--- config.mk ---
export PLATFORM = sky130hd
export DESIGN_NAME = ll_resv_unit
export DESIGN_NICKNAME = d
export VERILOG_FILES = /design/src/rtl/ll_pkg.sv /design/src/rtl/ll_decode.sv /design/src/rtl/ll_agen.sv /design/src/rtl/ll_link.sv /design/src/rtl/ll_resv_unit.sv
export SDC_FILE = /design/constraint.sdc
export NUM_CORES = 1
export LEC_CHECK = 0
export BUFFER_PORTS_ARGS = -buffer_cell sky130_fd_sc_hd__buf_2
export CORE_MARGIN = 8
export CORE_UTILIZATION = 47
export CTS_CLUSTER_DIAMETER = 30
export DETAILED_ROUTE_END_ITERATION = 12
export PLACE_DENSITY_LB_ADDON = 0.2
export SYNTH_ARGS = -nofsm -noshare
export SYNTH_HDL_FRONTEND = slang
export SYNTH_SLANG_ARGS = --single-unit
--- constraint.sdc ---
create_clock -name clk -period 2.1 [get_ports clk]
set_input_delay 0.21 -clock clk [delete_from_list [all_inputs] [get_ports clk]]
set_output_delay 0.21 -clock clk [all_outputs]
set_load 0.05 [all_outputs]
--- src/rtl/ll_pkg.sv ---
`timescale 1ns/1ps
package ll_pkg;
    localparam int XLEN   = 32;
    localparam int RIDX_W = 5;
    localparam int FLD_W  = 3;
    localparam int OFF_W  = 9;

    localparam logic [4:0] PFX_CODE = 5'b11110;
    localparam logic [4:0] MAJ_CODE = 5'b10010;
    localparam logic [2:0] SEL_CODE = 3'd6;

    typedef struct packed {
        logic              busy;
        logic [XLEN-1:0]   addr;
        logic [RIDX_W-1:0] dst;
        logic              err;
    } ctl_t;

    typedef struct packed {
        logic            flag;
        logic [XLEN-1:0] addr;
    } link_t;

    function automatic logic [RIDX_W-1:0] map_reg(input logic [FLD_W-1:0] c);
        if (c == 3'd0)      return 5'd16;
        else if (c == 3'd1) return 5'd17;
        else                return {2'b00, c};
    endfunction
endpackage

--- src/rtl/ll_decode.sv ---
`timescale 1ns/1ps
module ll_decode
    import ll_pkg::*;
(
    input  logic [31:0]       word,
    output logic              hit,
    output logic [RIDX_W-1:0] dst_idx,
    output logic [RIDX_W-1:0] bas_idx,
    output logic [OFF_W-1:0]  off9
);
    always_comb begin
        hit = (word[31:27] == PFX_CODE) && (word[26:25] == 2'b00) &&
              (word[20:19] == 2'b00)    && (word[15:11] == MAJ_CODE) &&
              (word[7:5] == SEL_CODE);
        dst_idx = map_reg(word[10:8]);
        bas_idx = map_reg(word[18:16]);
        off9    = {word[24:21], word[4:0]};
    end
endmodule

--- src/rtl/ll_agen.sv ---
`timescale 1ns/1ps
module ll_agen
    import ll_pkg::*;
#(
    parameter int AW = XLEN
) (
    input  logic [AW-1:0]    base,
    input  logic [OFF_W-1:0] off9,
    output logic [AW-1:0]    ea,
    output logic             misal
);
    localparam int EXT_W = AW - OFF_W;
    always_comb begin
        ea    = base + {{EXT_W{off9[OFF_W-1]}}, off9};
        misal = |ea[1:0];
    end
endmodule

--- src/rtl/ll_link.sv ---
`timescale 1ns/1ps
module ll_link
    import ll_pkg::*;
(
    input  logic            clk,
    input  logic            rst_n,
    input  logic            arm,
    input  logic [XLEN-1:0] arm_addr,
    input  logic            clr,
    input  logic            query,
    input  logic [XLEN-1:0] query_addr,
    output logic            flag,
    output logic [XLEN-1:0] addr,
    output logic            ok
);
    link_t lk_d, lk_q;

    always_comb begin
        lk_d = lk_q;
        if (clr || query) lk_d.flag = 1'b0;
        if (arm) begin
            lk_d.flag = 1'b1;
            lk_d.addr = arm_addr;
        end
    end

    always_ff @(posedge clk or negedge rst_n) begin
        if (!rst_n) lk_q <= '0;
        else        lk_q <= lk_d;
    end

    assign flag = lk_q.flag;
    assign addr = lk_q.addr;
    assign ok   = query && lk_q.flag && (query_addr == lk_q.addr);

    // an arm leaves the flag set with the armed address
    a_r7_arm_sets: assert property (@(posedge clk) disable iff (!rst_n)
        arm |=> (flag && addr == $past(arm_addr)));
    // a clear or query without an arm drops the flag
    a_r9_query_clears: assert property (@(posedge clk) disable iff (!rst_n)
        ((clr || query) && !arm) |=> !flag);
    // success requires an armed flag
    a_r9_ok_needs_flag: assert property (@(posedge clk) disable iff (!rst_n)
        ok |-> (flag && query));
endmodule

--- src/rtl/ll_resv_unit.sv ---
`timescale 1ns/1ps
module ll_resv_unit
    import ll_pkg::*;
(
    input  logic              clk,
    input  logic              rst_n,
    input  logic              instr_valid,
    input  logic [31:0]       instr_word,
    output logic              instr_ready,
    output logic [RIDX_W-1:0] base_idx,
    input  logic [XLEN-1:0]   base_val,
    output logic              mem_req,
    output logic [XLEN-1:0]   mem_addr,
    input  logic              mem_ack,
    input  logic [XLEN-1:0]   mem_rdata,
    output logic              wb_en,
    output logic [RIDX_W-1:0] wb_idx,
    output logic [XLEN-1:0]   wb_data,
    output logic              addr_err,
    input  logic              link_clr,
    input  logic              sc_query,
    input  logic [XLEN-1:0]   sc_addr,
    output logic              sc_ok,
    output logic              link_flag,
    output logic [XLEN-1:0]   link_addr
);
    logic              dec_hit;
    logic [RIDX_W-1:0] dec_dst;
    logic [OFF_W-1:0]  dec_off;
    logic [XLEN-1:0]   ea;
    logic              misal;
    logic              take, done;
    ctl_t              c_d, c_q;

    ll_decode u_dec (
        .word    (instr_word),
        .hit     (dec_hit),
        .dst_idx (dec_dst),
        .bas_idx (base_idx),
        .off9    (dec_off)
    );

    ll_agen #(.AW(XLEN)) u_agen (
        .base  (base_val),
        .off9  (dec_off),
        .ea    (ea),
        .misal (misal)
    );

    assign take = instr_valid && !c_q.busy && dec_hit;
    assign done = c_q.busy && mem_ack;

    always_comb begin
        c_d     = c_q;
        c_d.err = 1'b0;
        if (take) begin
            if (misal) begin
                c_d.err = 1'b1;
            end else begin
                c_d.busy = 1'b1;
                c_d.addr = ea;
                c_d.dst  = dec_dst;
            end
        end else if (done) begin
            c_d.busy = 1'b0;
        end
    end

    always_ff @(posedge clk or negedge rst_n) begin
        if (!rst_n) c_q <= '0;
        else        c_q <= c_d;
    end

    assign instr_ready = !c_q.busy;
    assign mem_req     = c_q.busy;
    assign mem_addr    = c_q.addr;
    assign addr_err    = c_q.err;
    assign wb_en       = done;
    assign wb_idx      = c_q.dst;
    assign wb_data     = mem_rdata;

    ll_link u_link (
        .clk        (clk),
        .rst_n      (rst_n),
        .arm        (done),
        .arm_addr   (c_q.addr),
        .clr        (link_clr),
        .query      (sc_query),
        .query_addr (sc_addr),
        .flag       (link_flag),
        .addr       (link_addr),
        .ok         (sc_ok)
    );

    // an address error never comes with a request or write-back
    a_r4_err_no_req: assert property (@(posedge clk) disable iff (!rst_n)
        addr_err |-> (!mem_req && !wb_en));
    // error is a single-cycle pulse
    a_r4_err_pulse: assert property (@(posedge clk) disable iff (!rst_n)
        (addr_err && !(instr_valid && dec_hit && misal)) |=> !addr_err);
    // request and address held until acknowledge
    a_r5_req_hold: assert property (@(posedge clk) disable iff (!rst_n)
        (mem_req && !mem_ack) |=> (mem_req && $stable(mem_addr)));
    // write-back only while a read is pending
    a_r6_wb_in_req: assert property (@(posedge clk) disable iff (!rst_n)
        wb_en |-> (mem_req && mem_ack));
    // a non-matching word leaves the unit idle
    a_r1_ignore: assert property (@(posedge clk) disable iff (!rst_n)
        (instr_valid && !dec_hit && !mem_req) |=> (!mem_req && !addr_err));
endmodule

# Yosys cells after proc, flatten, opt, wreduce, memory -nomap -nowiden
# Cells that the tools add are included.
# classes
reduce_logical	20
n_addsub	1
n_mux	11
bitwise	1
eq_ne	7
# op_table
op	count
$mux W38	1
$mux W33	1
$add A32 B32 Y32	1
$eq A32 B32 Y1	1
$mux W5	4
$eq A5 B5 Y1 const B	2
$logic_and A1 B1 Y1	9
$eq A3 B1 Y1 const B	2
$logic_not A3 Y1	2
$mux W1	5
$logic_not A2 Y1	2
$reduce_and A2 Y1	2
$reduce_bool A2 Y1	2
$eq A3 B3 Y1 const B	1
$ne A2 B2 Y1 const B	1
$reduce_or A2 Y1	1
$logic_not A1 Y1	1
$logic_or A1 B1 Y1	1
$not A1 Y1	1
# totals
in_bits	134
elab_cells	46
regBits	72
out_inout_bits	112

# Depth between registers and ports, before layout
# logic_depth
depth_word	8
depth_mapped	10
ltp_nobuf	10

# Hierarchy
# Synthesis repeated with hierarchy kept, for this count alone.
# hier_totals
hier_cells	500
hier_area_um2	5205.0
# by_module_without_submodules
mod	seq_area_each_um2	cells_each	area_each_um2	n_inst
ll_agen	0.0	241	1750.4	1
ll_resv_unit	975.9	117	1714.1	1
ll_link	825.8	115	1574.0	1
ll_decode	0.0	27	166.4	1

# Least setup slack after synthesis
# OpenSTA, ideal clock, no wires.
# synth_path
path_type	reg2out
start	reg u_link.lk_q, in the netlist u_link.addr[26]
end	out sc_ok
stages_incl_launch_ff	6
path_buffers	0
arrival_time_ps	3133
path_slack_ps	-1243
required_time_ps	1890
path_cell_list	dfrtp_1 -> xor2_1 -> nor4_1 -> nand4_1 -> or4_1 -> nor4_1
# synth_via
elab_chain_cells	2
# synth_lines
item	line	rtl
from (decl)	ll_link.sv:16	link_t lk_d, lk_q;
from (signal assigned)	ll_link.sv:29	else lk_q <= lk_d;
$eq A32 B32 Y1	ll_link.sv:34	assign ok = query && lk_q.flag && (query_addr == lk_q.addr);
$logic_and A1 B1 Y1	ll_link.sv:34	
to (decl)	ll_resv_unit.sv:23	output logic sc_ok,
# Every way passes these cells.

# Worst setup path after layout
# layout_path
start	reg u_link.lk_q, in the netlist u_link.addr[0]
end	out sc_ok
# The elaborated chain is that of the path after synthesis.

==> results_dict.tcl <==
set metrics [dict create \
    status "finished with violations" \
    violations "setup timing" \
    syn_area_mm2 0.00492 \
    synthAdderAreaFrac_pct 8.30 \
    instances_no_fill 896 \
    max_freq_ghz 0.401 \
    first_iter_violations 180 \
    syn_area_per_cell_um2 9.66 \
    grt_pass1_vias 4906 \
    cp.required_ps 1890 \
    grt_first_pass_wirelength_um 24900 \
    dpl_cell_area_mm2 0.00651 \
    htree_levels 3 \
    synth_top_family_by_area "compound AO/OA/AOI/OAI gates" \
    fp.dieH_um 118 \
    drv_cap 0 \
    die_area_mm2 0.0140 \
    multi_input_area_mm2 0.00298 \
    rsz0062_at_grt "yes" \
    start_kind "flip-flop" \
    worstSkewPairLatency_ps 340 \
    grt_antenna_before_repair 0 \
    async_flop_share_pct 100 \
    slew_viol_final 0 \
    via_per_inst 5.20 \
    path_class "reg2out" \
    crit_chain "xor2_1, nor4_2, nand4_1, or4_4, nor4_4, buf_6" \
    critPathMaxStageDelay_ps 570 \
    hold_viol_final 0 \
    coreArea_mm2 0.0102 \
    num_io_pins 246 \
    reg2reg_to "mem_addr[29]" \
    slowest_stage "or4_4" \
    wire_per_inst_um 17.1 \
    ys_seq_elements 71 \
    cts_made_buffers 9 \
    powerDensity_mw_per_mm2 499 \
    critPathTopFamily "simple AND/OR/NAND/NOR gates" \
    finalCritPeriodShare_pct 119 \
    fin_ws_ps -396 \
    routed_wl_um 15300 \
    globalRoute.totalOverflow 0 \
    yosysWarnings 0 \
    final.setup.tns_ps -396 \
    regArea_mm2 0.00180 \
    place_hpwl_um 12800 \
    cp_max_fo 2 \
    whs_endpoint "mem_req" \
    grt_usage_pct 21.5 \
    setup_viol 1 \
    synth_ff_type "dfrtp_1" \
    cts_sinks 71 \
    reg2regPathDepth 6 \
    cts-root-buf "clkbuf_8" \
    holdCritStartpoint "mem_ack" \
    syn_inst 509 \
    hold_depth 2 \
    leakage_nw 3.71 \
    synthDistinctLibCells 58 \
    rrSetupSlack_ps 190 \
    firstDrtPassIters 6 \
    synth_compound_area_share_pct 15.8 \
    post-place-cells 875 \
    hp-class "in2reg" \
    drive_above_1_share_pct 52.6 \
    die_x_um 118 \
    syn2layout_area_growth_pct 40.8 \
    synth-simple-area-share_pct 12.7 \
    initial_utilization_pct 48.0 \
    clk_pin_slew_ps 70 \
    num_vias 4659 \
    insertedDiodeCount 0 \
    grt_start_max_net_pins 72 \
    gp_congestion 0.870 \
    skew_ps 4.53 \
    critPathBufInv 1 \
    muxShareOfSynthArea_pct 9.11 \
    num_rows 37 \
    port-buffer-count 177 \
    cts_tree "done" \
    vdd_drop_max_v 0.000241 \
    fillers 855 \
    nets 921 \
    reg2reg_from "mem_req" \
    clockBufferDepth 2 \
    synth_xor_area_share_pct 10.5 \
    antenna_left 0 \
    crit_arrival_ps 2290 \
    crit_path_start "u_link.addr[0]" \
    drcViolationCount 0 \
    fin_crit_ps 2500 \
    synth_seq_area_share_pct 36.1 \
    endpoint_kind "output pin" \
    final_area_mm2 0.00692 \
    synth_edf_count 0 \
]
==> cells in the mapped netlist (all sizes together), types with 13 or more instances <==
master | count | area, um2
dfrtp | 71 | 1780
nand2 | 51 | 191
o21ai | 39 | 203
buf | 38 | 274
mux2 | 38 | 428
xor2 | 37 | 324
a21oi | 31 | 163
ha | 31 | 388
xnor2 | 22 | 193
nor2 | 20 | 75.1
clkbuf | 14 | 53.8
nand4 | 13 | 87.6
==> final cells by class <==
type | instances | area share, %
multi-input combinational | 378 | 43.1
sequential | 71 | 26.0
clock buffer | 12 | 2.10
tap | 136 | 2.46
timing repair buffer | 286 | 25.1
inverter | 9 | 0.488
clock inverter | 4 | 0.651
==> metrics by stage <==
step	power (W)	hold slack [ps]	util [%]	setup slack (ps)
after floorplan	0.00206	-85.6	-	-329
after global placement	0.00233	262	63.7	-311
after detailed placement	0.00235	265	63.7	-374
after CTS	0.00342	55.8	65.9	-431
after global routing	0.00363	70.8	67.6	-505
final	0.00345	74.9	67.6	-396
==> logic make-up (layout without fill, tap and decap cells) <==
logic type      Yosys count  after routing
simple gates            128            128
compound gates          117            117
flops                    71             71
buf+inv                  61            311
xor+xnor                 59             59
mux                      40             40
fa+ha+maj                32             32
other cells               1              2
==> metal layers <==
| metal | GRT usage, % | up-vias | part of all wire, % | routed length, um |
|---|---|---|---|---|
| li1 | - | 2276 | - | - |
| met2 | 35.8 | 186 | 48 | 7330 |
| met1 | 26.8 | 2168 | 43 | 6580 |
| met4 | 7.21 | 0 | 1.6 | 245 |
| met5 | 0 | - | 0 | 0 |
| met3 | 5.19 | 29 | 7.3 | 1120 |
==> registers in the layout (all words and copies together) (netlist names) <==
register,count
mem_addr,32
u_link.addr,32
wb_idx,4
addr_err,1
mem_req,1
u_link.flag,1
==> power breakdown <==
part / switching (W) / internal (W)
clock: 0.000477 / 0.000576
sequential: 0.0000000411 / 0.00137
combinational: 0.000523 / 0.000511
==> what timing repair did <==
action,in CTS,in global routing
endpoints found under the hold margin,71,0
setup endpoints to repair,2,13
gates resized for setup,5,32
hold buffers,1,0
buffers inserted,0,4
pin swaps,8,17
==> layout by cell type, fill, tap and decap left out, drive strengths merged, types with 2 or more instances in the layout <==
cell,netlist,final
o211ai,3,3
inv,9,9
clkbuf,14,12
a21oi,31,31
o31ai,4,4
ha,31,31
nor4,8,8
and3,3,3
dfrtp,71,71
nand2b,5,5
a221oi,3,3
a21boi,2,2
conb,1,2
and2,3,3
nor2,20,20
mux2i,2,2
nor3,7,7
nor2b,3,3
a211oi,5,5
xor2,37,37
nand2,51,51
nand3,7,7
nand4,13,13
buf,38,285
o21ai,39,39
clkinv,0,3
or3,3,3
o21bai,6,6
xnor2,22,22
nor4b,2,2
a21o,11,11
mux2,38,38
a31oi,4,4
==> worst max path at each step <==
stage / end / depth (start not counted) / slack, ps
final: sc_ok / 6 / -400
after global routing: sc_ok / 6 / -500
after detailed placement: mem_addr[26] / 12 / -370
after global placement: mem_addr[26] / 11 / -310
after floorplan: sc_ok / 5 / -330
after CTS: sc_ok / 6 / -430
Power figures use the tool's default switching activity.
